==> src/rtl/sgx_pkg.sv <==
package sgx_pkg;
  // stream side selected for the output stage
  typedef enum logic {SGX_COMB = 1'b0, SGX_REG = 1'b1} sgx_mode_e;

  // number of two-input XOR gates for a width of 2**k
  function automatic int unsigned sgx_gate_count(input int unsigned k);
    return (k == 0) ? 0 : ((1 << k) / 2) * k;
  endfunction
endpackage

==> src/rtl/sgx_stage.sv <==
// One recursion level: every element whose index has bit LVL set takes
// its partner from the other half of its 2**(LVL+1) block.
module sgx_stage #(
  parameter int unsigned N   = 16,
  parameter int unsigned LVL = 0
) (
  input  logic [N-1:0] d,
  output logic [N-1:0] q
);
  localparam int unsigned STRIDE = 1 << LVL;

  for (genvar i = 0; i < N; i++) begin : g_el
    if (((i >> LVL) & 1) == 1) begin : g_mix
      assign q[i] = d[i] ^ d[i - STRIDE];
    end else begin : g_pass
      assign q[i] = d[i];
    end
  end
endmodule

==> src/rtl/sgx_network.sv <==
module sgx_network #(
  parameter int unsigned K = 4
) (
  input  logic [(1<<K)-1:0] x,
  output logic [(1<<K)-1:0] y
);
  localparam int unsigned N = 1 << K;

  logic [N-1:0] lvl [0:K];

  assign lvl[0] = x;

  for (genvar s = 0; s < K; s++) begin : g_lvl
    sgx_stage #(.N(N), .LVL(s)) u_stage (
      .d(lvl[s]),
      .q(lvl[s+1])
    );
  end

  assign y = lvl[K];
endmodule

==> src/rtl/sgx_out_stage.sv <==
module sgx_out_stage #(
  parameter int unsigned W       = 16,
  parameter bit          REG_OUT = 1'b1
) (
  input  logic         clk,
  input  logic         rst,
  input  logic         in_valid,
  output logic         in_ready,
  input  logic [W-1:0] in_data,
  output logic         out_valid,
  input  logic         out_ready,
  output logic [W-1:0] out_data
);
  import sgx_pkg::*;
  localparam sgx_mode_e MODE = REG_OUT ? SGX_REG : SGX_COMB;

  if (MODE == SGX_REG) begin : g_reg
    logic         full_q;
    logic [W-1:0] data_q;

    assign in_ready = !full_q || out_ready;

    always_ff @(posedge clk) begin
      if (rst) begin
        full_q <= 1'b0;
        data_q <= '0;
      end else if (in_ready) begin
        full_q <= in_valid;
        if (in_valid) data_q <= in_data;
      end
    end

    assign out_valid = full_q;
    assign out_data  = data_q;
  end else begin : g_comb
    assign in_ready  = out_ready;
    assign out_valid = in_valid;
    assign out_data  = in_data;
  end

  // a stalled beat is held
  p_hold_r6: assert property (@(posedge clk) disable iff (rst || (MODE == SGX_COMB))
    (out_valid && !out_ready) |=> (out_valid && $stable(out_data)))
    else $error("p_hold_r6");

  // an accepted beat shows up after the edge
  p_fill_r5: assert property (@(posedge clk) disable iff (rst || (MODE == SGX_COMB))
    (in_valid && in_ready) |=> (out_valid && out_data == $past(in_data)))
    else $error("p_fill_r5");

  // drained with nothing new leaves the stage empty
  p_drain_r5: assert property (@(posedge clk) disable iff (rst || (MODE == SGX_COMB))
    (out_valid && out_ready && !in_valid) |=> !out_valid)
    else $error("p_drain_r5");
endmodule

==> src/rtl/sgx_transform.sv <==
module sgx_transform #(
  parameter int unsigned K       = 4,
  parameter bit          REG_OUT = 1'b1
) (
  input  logic              clk,
  input  logic              rst,
  input  logic              in_valid,
  output logic              in_ready,
  input  logic [(1<<K)-1:0] in_data,
  output logic              out_valid,
  input  logic              out_ready,
  output logic [(1<<K)-1:0] out_data
);
  localparam int unsigned N = 1 << K;

  logic [N-1:0] net_y;

  sgx_network #(.K(K)) u_net (
    .x(in_data),
    .y(net_y)
  );

  sgx_out_stage #(.W(N), .REG_OUT(REG_OUT)) u_out (
    .clk      (clk),
    .rst      (rst),
    .in_valid (in_valid),
    .in_ready (in_ready),
    .in_data  (net_y),
    .out_valid(out_valid),
    .out_ready(out_ready),
    .out_data (out_data)
  );

  // first row is the identity, last row is full parity
  p_corner_r2: assert property (@(posedge clk) disable iff (rst)
    in_valid |-> (net_y[0] == in_data[0] && net_y[N-1] == ^in_data))
    else $error("p_corner_r2");

  // combinational mode delivers the transform in the same cycle
  p_comb_r9: assert property (@(posedge clk) disable iff (rst || REG_OUT)
    in_valid |-> (out_valid && out_data[0] == in_data[0] && out_data[N-1] == ^in_data))
    else $error("p_comb_r9");
endmodule

==> config.mk <==
export PLATFORM = sky130hd
export DESIGN_NAME = sgx_transform
export DESIGN_NICKNAME = d
export VERILOG_FILES = /design/src/rtl/sgx_pkg.sv /design/src/rtl/sgx_stage.sv /design/src/rtl/sgx_network.sv /design/src/rtl/sgx_out_stage.sv /design/src/rtl/sgx_transform.sv
export SDC_FILE = /design/constraint.sdc
export NUM_CORES = 1
export LEC_CHECK = 0
export BUFFER_PORTS_ARGS = -buffer_cell sky130_fd_sc_hd__buf_2
export CAP_MARGIN = 15
export CORE_ASPECT_RATIO = 0.9
export CORE_MARGIN = 10
export CORE_UTILIZATION = 46
export CTS_CLUSTER_DIAMETER = 120
export DETAILED_ROUTE_END_ITERATION = 8
export PLACE_DENSITY = 0.79
export SKIP_LAST_GASP = 1
export SLEW_MARGIN = 5
export SYNTH_ARGS = -nofsm -noshare
export SYNTH_HDL_FRONTEND = slang
export SYNTH_SLANG_ARGS = --single-unit
==> constraint.sdc <==
create_clock -name clk -period 1.6 [get_ports clk]
set_input_delay 0.08 -clock clk [delete_from_list [all_inputs] [get_ports clk]]
set_output_delay 0.08 -clock clk [all_outputs]
set_load 0.02 [all_outputs]
==> results of run 1 <==
==> kinds of logic (layout without fill, tap and decap cells) <==
kind of cell | count (synthesis) | after routing | share of synthesized area (%)
AO/OA/AOI/OAI | 15 | 15 | 12.9
flip-flops | 17 | 17 | 38.1
multiplexers | 2 | 2 | 2.24
AND/OR/NAND/NOR | 18 | 18 | 8.14
buffers and inverters | 8 | 44 | 4.63
XOR/XNOR | 32 | 32 | 33.9
==> state kept, by name, summed over array words and instances (netlist names) <==
name,flops
u_out.out_data,16
u_out.out_valid,1
==> cell usage after synthesis <==
| cell | count | area (um2) |
|---|---|---|
| mux2i_1 | 2 | 20.0 |
| and2_1 | 1 | 6.26 |
| inv_1 | 1 | 3.75 |
| buf_4 | 1 | 7.51 |
| a211oi_1 | 13 | 97.6 |
| clkbuf_1 | 4 | 15.0 |
| buf_1 | 1 | 3.75 |
| nand2b_1 | 1 | 6.26 |
| xor2_1 | 4 | 35.0 |
| nor2_1 | 16 | 60.1 |
| dfxtp_1 | 17 | 340 |
| buf_6 | 1 | 11.3 |
| a21oi_1 | 1 | 5.00 |
| xnor2_2 | 3 | 48.8 |
| xnor2_1 | 25 | 219 |
| a211oi_2 | 1 | 12.5 |
==> report_power, final <==
| group | switching [mW] | total, mW | internal (mW) |
|---|---|---|---|
| combinational | 0.235 | 0.423 | 0.188 |
| sequential | 0.0214 | 0.491 | 0.469 |
| clock | 0.122 | 0.219 | 0.0967 |
| total | 0.379 | 1.13 | 0.754 |
==> critical path, cell delays in order, from the launching register on <==
cell and delay, ns:
dfxtp_1 0.32, nand2b_1 0.09, and2_1 0.13, buf_4 0.29, mux2i_1 0.23, nor2_1 0.05
==> path summary, 6_finish.rpt <==
path / to
worst max-delay path: u_out.out_data[3]
worst min-delay path: u_out.out_valid
worst max register to register: u_out.out_data[3]
worst min register to register: u_out.out_data[3]
==> cell type report <==
cell class | instances | area (um2)
clock buffers | 4 | 26.3
flip-flops and latches | 17 | 340
inverters | 1 | 3.75
fillers | 187 | 764
multi-input cells | 67 | 510
well taps | 25 | 31.3
repair buffers | 39 | 200
==> stage by stage <==
| stage | utilization, % | instances | instance area [um2] |
|---|---|---|---|
| floorplan | - | 92 | 892 |
| global placement | 57.9 | 149 | 1090 |
| finish | 59.3 | 153 | 1110 |
| global route | 59.3 | 153 | 1110 |
| CTS | 59.3 | 153 | 1110 |
| detailed placement | 57.9 | 149 | 1090 |
==> metal layers <==
layer  share of wire (%)  vias to the layer above  GRT usage, %  routed length [um]
li1                    -                      378             -                   -
met1                  45                      299          11.3                 904
met2                  44                       28          16.5                 879
met3                 9.9                        2          3.76                 199
met4                 1.3                        0          6.27                  27
met5                   0                        -             0                   0
==> results.cfg, run 1 <==
[outcome]
status = complete, no violations

[cts]
cts_resized = 0
numCtsBuffers = 3
ctsHoldBuffers = 0
clkLatencyLatePin_ns = 0.28
path_clk_slew_ns = 0.09
clock_path_buffers = 2
cts_max_level = 1
clock-sinks = 17
cts_tree = yes
cts_setup_buffers = 0
cts-root-buf = clkbuf_4

[sta]
final-hold-violation-count = 0
post-route-min-period_ns = 1.22
fin_tns_setup_ns = 0
rsz0062_at_grt = no
worst_pin_slew_ns = 0.349
finalMaxSlewViolations = 0
setup_viol = 0
max_freq_mhz = 821
skew_ns = 0.00255
holdWs_ns = 0.0350
slew_headroom_pct = 76.6
setup_slack_ns = 0.382
period_share_pct = 76.1

[grt]
grt_pass1_vias = 738
grt_antenna_before_repair = 0
grt.total_usage_pct = 10.2
grt_pass1_wl_mm = 3.28
grt_overflow = 0
grt_max_degree = 31

[critical_path]
crit_path_start_kind = flip-flop
r2r-start = u_out.out_valid
reg2reg_depth = 5
setup.worst_path.class = flip-flop to flip-flop
critPathRequiredTime_ns = 1.77
arrival_ns = 1.39
critPathMaxFanout = 30
end_kind = flip-flop
rrSetupSlack_ns = 0.38
crit_start = u_out.out_valid

[floorplan]
placementRows = 15
ioPinCount = 38
die_y_um = 61.8
core_area_mm2 = 0.00188
fp.dieW_um = 66.4
die-area_mm2 = 0.00410
start_util_pct = 47.5

[flow_run]
cap_violations = 0

[final_layout]
syn2layout_area_growth_pct = 24.7
diodes = 0
num-nets-final = 149
final_common_cell = buf_2
layout-drive-gt1-share_pct = 35.9
mostFrequentLayoutCells = 37 x buf_2, 25 x xnor2_1, 17 x dfxtp_1

[hold_path]
min_path_cells = 3
hp-class = input port to flip-flop
holdCritStartpoint = in_valid

[synthesis]
syn_area_um2 = 892
ys_types = 16
syn_nets = 112
syn_area_per_cell_um2 = 9.70
ys_seq_area_share_pct = 38.1
ys_warn_count = 0
synth-seq-cells = 17
synthCells = 92

[power]
leakagePower_nw = 0.488
powerDensity_mw_per_mm2 = 1020
vdd_ir_drop_max_uv = 437
total_power_mw = 1.13

[drt]
drtIter0Drc = 30
drc_errors = 0
via_per_inst = 4.62
vias = 707
wirelength_mm = 2.01
wire_per_inst_um = 13.1
firstDrtPassIters = 4
ant_nets = 0

[placement]
place.gp.congestion = 0.846
io_buffers = 37
pre_cts_ws_ns = 0.265
(Power assumes the default switching activity.)
==> run 2: changes to the inputs <==
Settings changed: CORE_UTILIZATION 46 to 41, PLACE_DENSITY 0.79 to 0.75.
Clock period 1.6 ns to 1.11 ns, I/O delays scaled along.
==> results.cfg, run 2 (same netlist as run 1, synthesis figures left out) <==
[sta]
fin_tns_setup_ns = 0
rsz0062_at_grt = yes
skew_ns = 0.00727
slew_headroom_pct = 77.3
post-route-min-period_ns = 1.09
holdWs_ns = 0.0286
period_share_pct = 97.8
setup_viol = 0
finalMaxSlewViolations = 0
worst_pin_slew_ns = 0.340
max_freq_mhz = 921
setup_slack_ns = 0.0241
final-hold-violation-count = 0

[cts]
cts_tree = yes
numCtsBuffers = 3
clock_path_buffers = 2
cts_max_level = 1
path_clk_slew_ns = 0.09
clock-sinks = 17
cts_setup_buffers = 0
clkLatencyLatePin_ns = 0.30
cts-root-buf = clkbuf_4

[placement]
pre_cts_ws_ns = -0.107
placed_area_mm2 = 0.00127
io_buffers = 37
place.gp.congestion = 0.775
place_hpwl_mm = 1.95
dp_cells = 168

[critical_path]
arrival_ns = 1.29
crit_start = u_out.out_valid
crit_buf_inv = 0
cp_top_family = simple AND/OR/NAND/NOR gates
crit_path_start_kind = flip-flop
cpMaxStageDelayCell = dfxtp_4
critPathMaxFanout = 7
path_cells = nand2b_4 -> and2_2 -> nor2_1 -> a211oi_1
cpPeakStageDelay_ns = 0.36
r2r-start = u_out.out_valid
setup.worst_path.class = flip-flop to flip-flop
end_kind = flip-flop
critPathRequiredTime_ns = 1.32

[hold_path]
holdCritStartpoint = in_valid
hp-class = input port to flip-flop

[power]
power_frac_seq_pct = 39.5
total_power_mw = 1.80
p_comb_share_pct = 41.9
leakagePower_nw = 0.608
vdd_ir_drop_max_uv = 772
p_switching_mw = 0.614
p_sw_share_pct = 34.2
clock_power_share_pct = 18.6
internal-power_mw = 1.18
powerDensity_mw_per_mm2 = 1360

[final_layout]
fin_cells = 174
fin_util_pct = 66.4
fin_area_mm2 = 0.00132
largest_register_ffs = 16
syn2layout_area_growth_pct = 48.1
num-nets-final = 170
mostFrequentLayoutCells = 37 x buf_2, 24 x xnor2_1, 21 x buf_4
diodes = 0
final_common_cell = buf_2
layout-drive-gt1-share_pct = 49.0

[floorplan]
core_area_mm2 = 0.00199
die-area_mm2 = 0.00444
ioPinCount = 38
fp.dieW_um = 69.2
placementRows = 15
start_util_pct = 44.8
die_y_um = 64.3

[drt]
via_per_inst = 4.95
firstDrtPassIters = 4
vias = 862
wirelength_mm = 2.48
drc_errors = 0
drtIter0Drc = 21
ant_nets = 0
wire_per_inst_um = 14.2

[grt]
grt_overflow = 0
grt_pass1_wl_mm = 3.95
grt_antenna_before_repair = 0
grt_max_degree = 18
grt.total_usage_pct = 10.7
grt_pass1_vias = 894

[flow_run]
cap_violations = 0

[outcome]
status = complete, no violations
-- run 2: changes by cell type in the layout (fill, tap and decap cells not counted), sizes merged --
cell    before  now
and2         1    3
clkbuf       4    3
buf         39   58
clkinv       0    1
-- run 2: final timing paths --
path,to,slack (ns),cells past startpoint
setup / recovery,u_out.out_data[10],0.02,4
setup reg to reg,u_out.out_data[10],0.02,4
hold / removal,u_out.out_valid,0.03,3
hold reg to reg,u_out.out_data[0],0.50,2
-- run 2: area by class of cell --
cell class	instances	area (um2)
well taps	25	31.3
repair buffers	58	343
fillers	191	668
inverters	1	3.75
flip-flops and latches	17	344
multi-input cells	69	572
clock buffers	3	22.5
clock inverters	1	5.00
-- run 2: routing by layer --
metal	wire length, um	GRT usage (%)	vias to the layer above
met4	68	7.54	0
met2	1260	18.8	33
met5	0	0	-
li1	-	-	422
met3	125	2.47	7
met1	1030	11.0	400
-- run 2: worst min-delay path: cells and delay by family --
kind,cells,cell delay [ns]
buf+inv,2,0.18
compound gates,1,0.05
-- run 2: timing repair --
item,4_1_cts,5_1_grt
gates cloned,1,1
hold buffers,0,0
gates resized for setup,1,1
setup endpoints to repair,11,7
pin swaps,1,0
-- run 2: power by group through the flow --
stage               registers (mW)  clock network (mW)  logic, mW
floorplan                    0.805                   0      0.397
global placement             0.719                   0      0.719
detailed placement           0.725                   0      0.741
CTS                          0.711               0.343      0.749
global route                 0.717               0.376      0.810
finish                       0.709               0.335      0.752
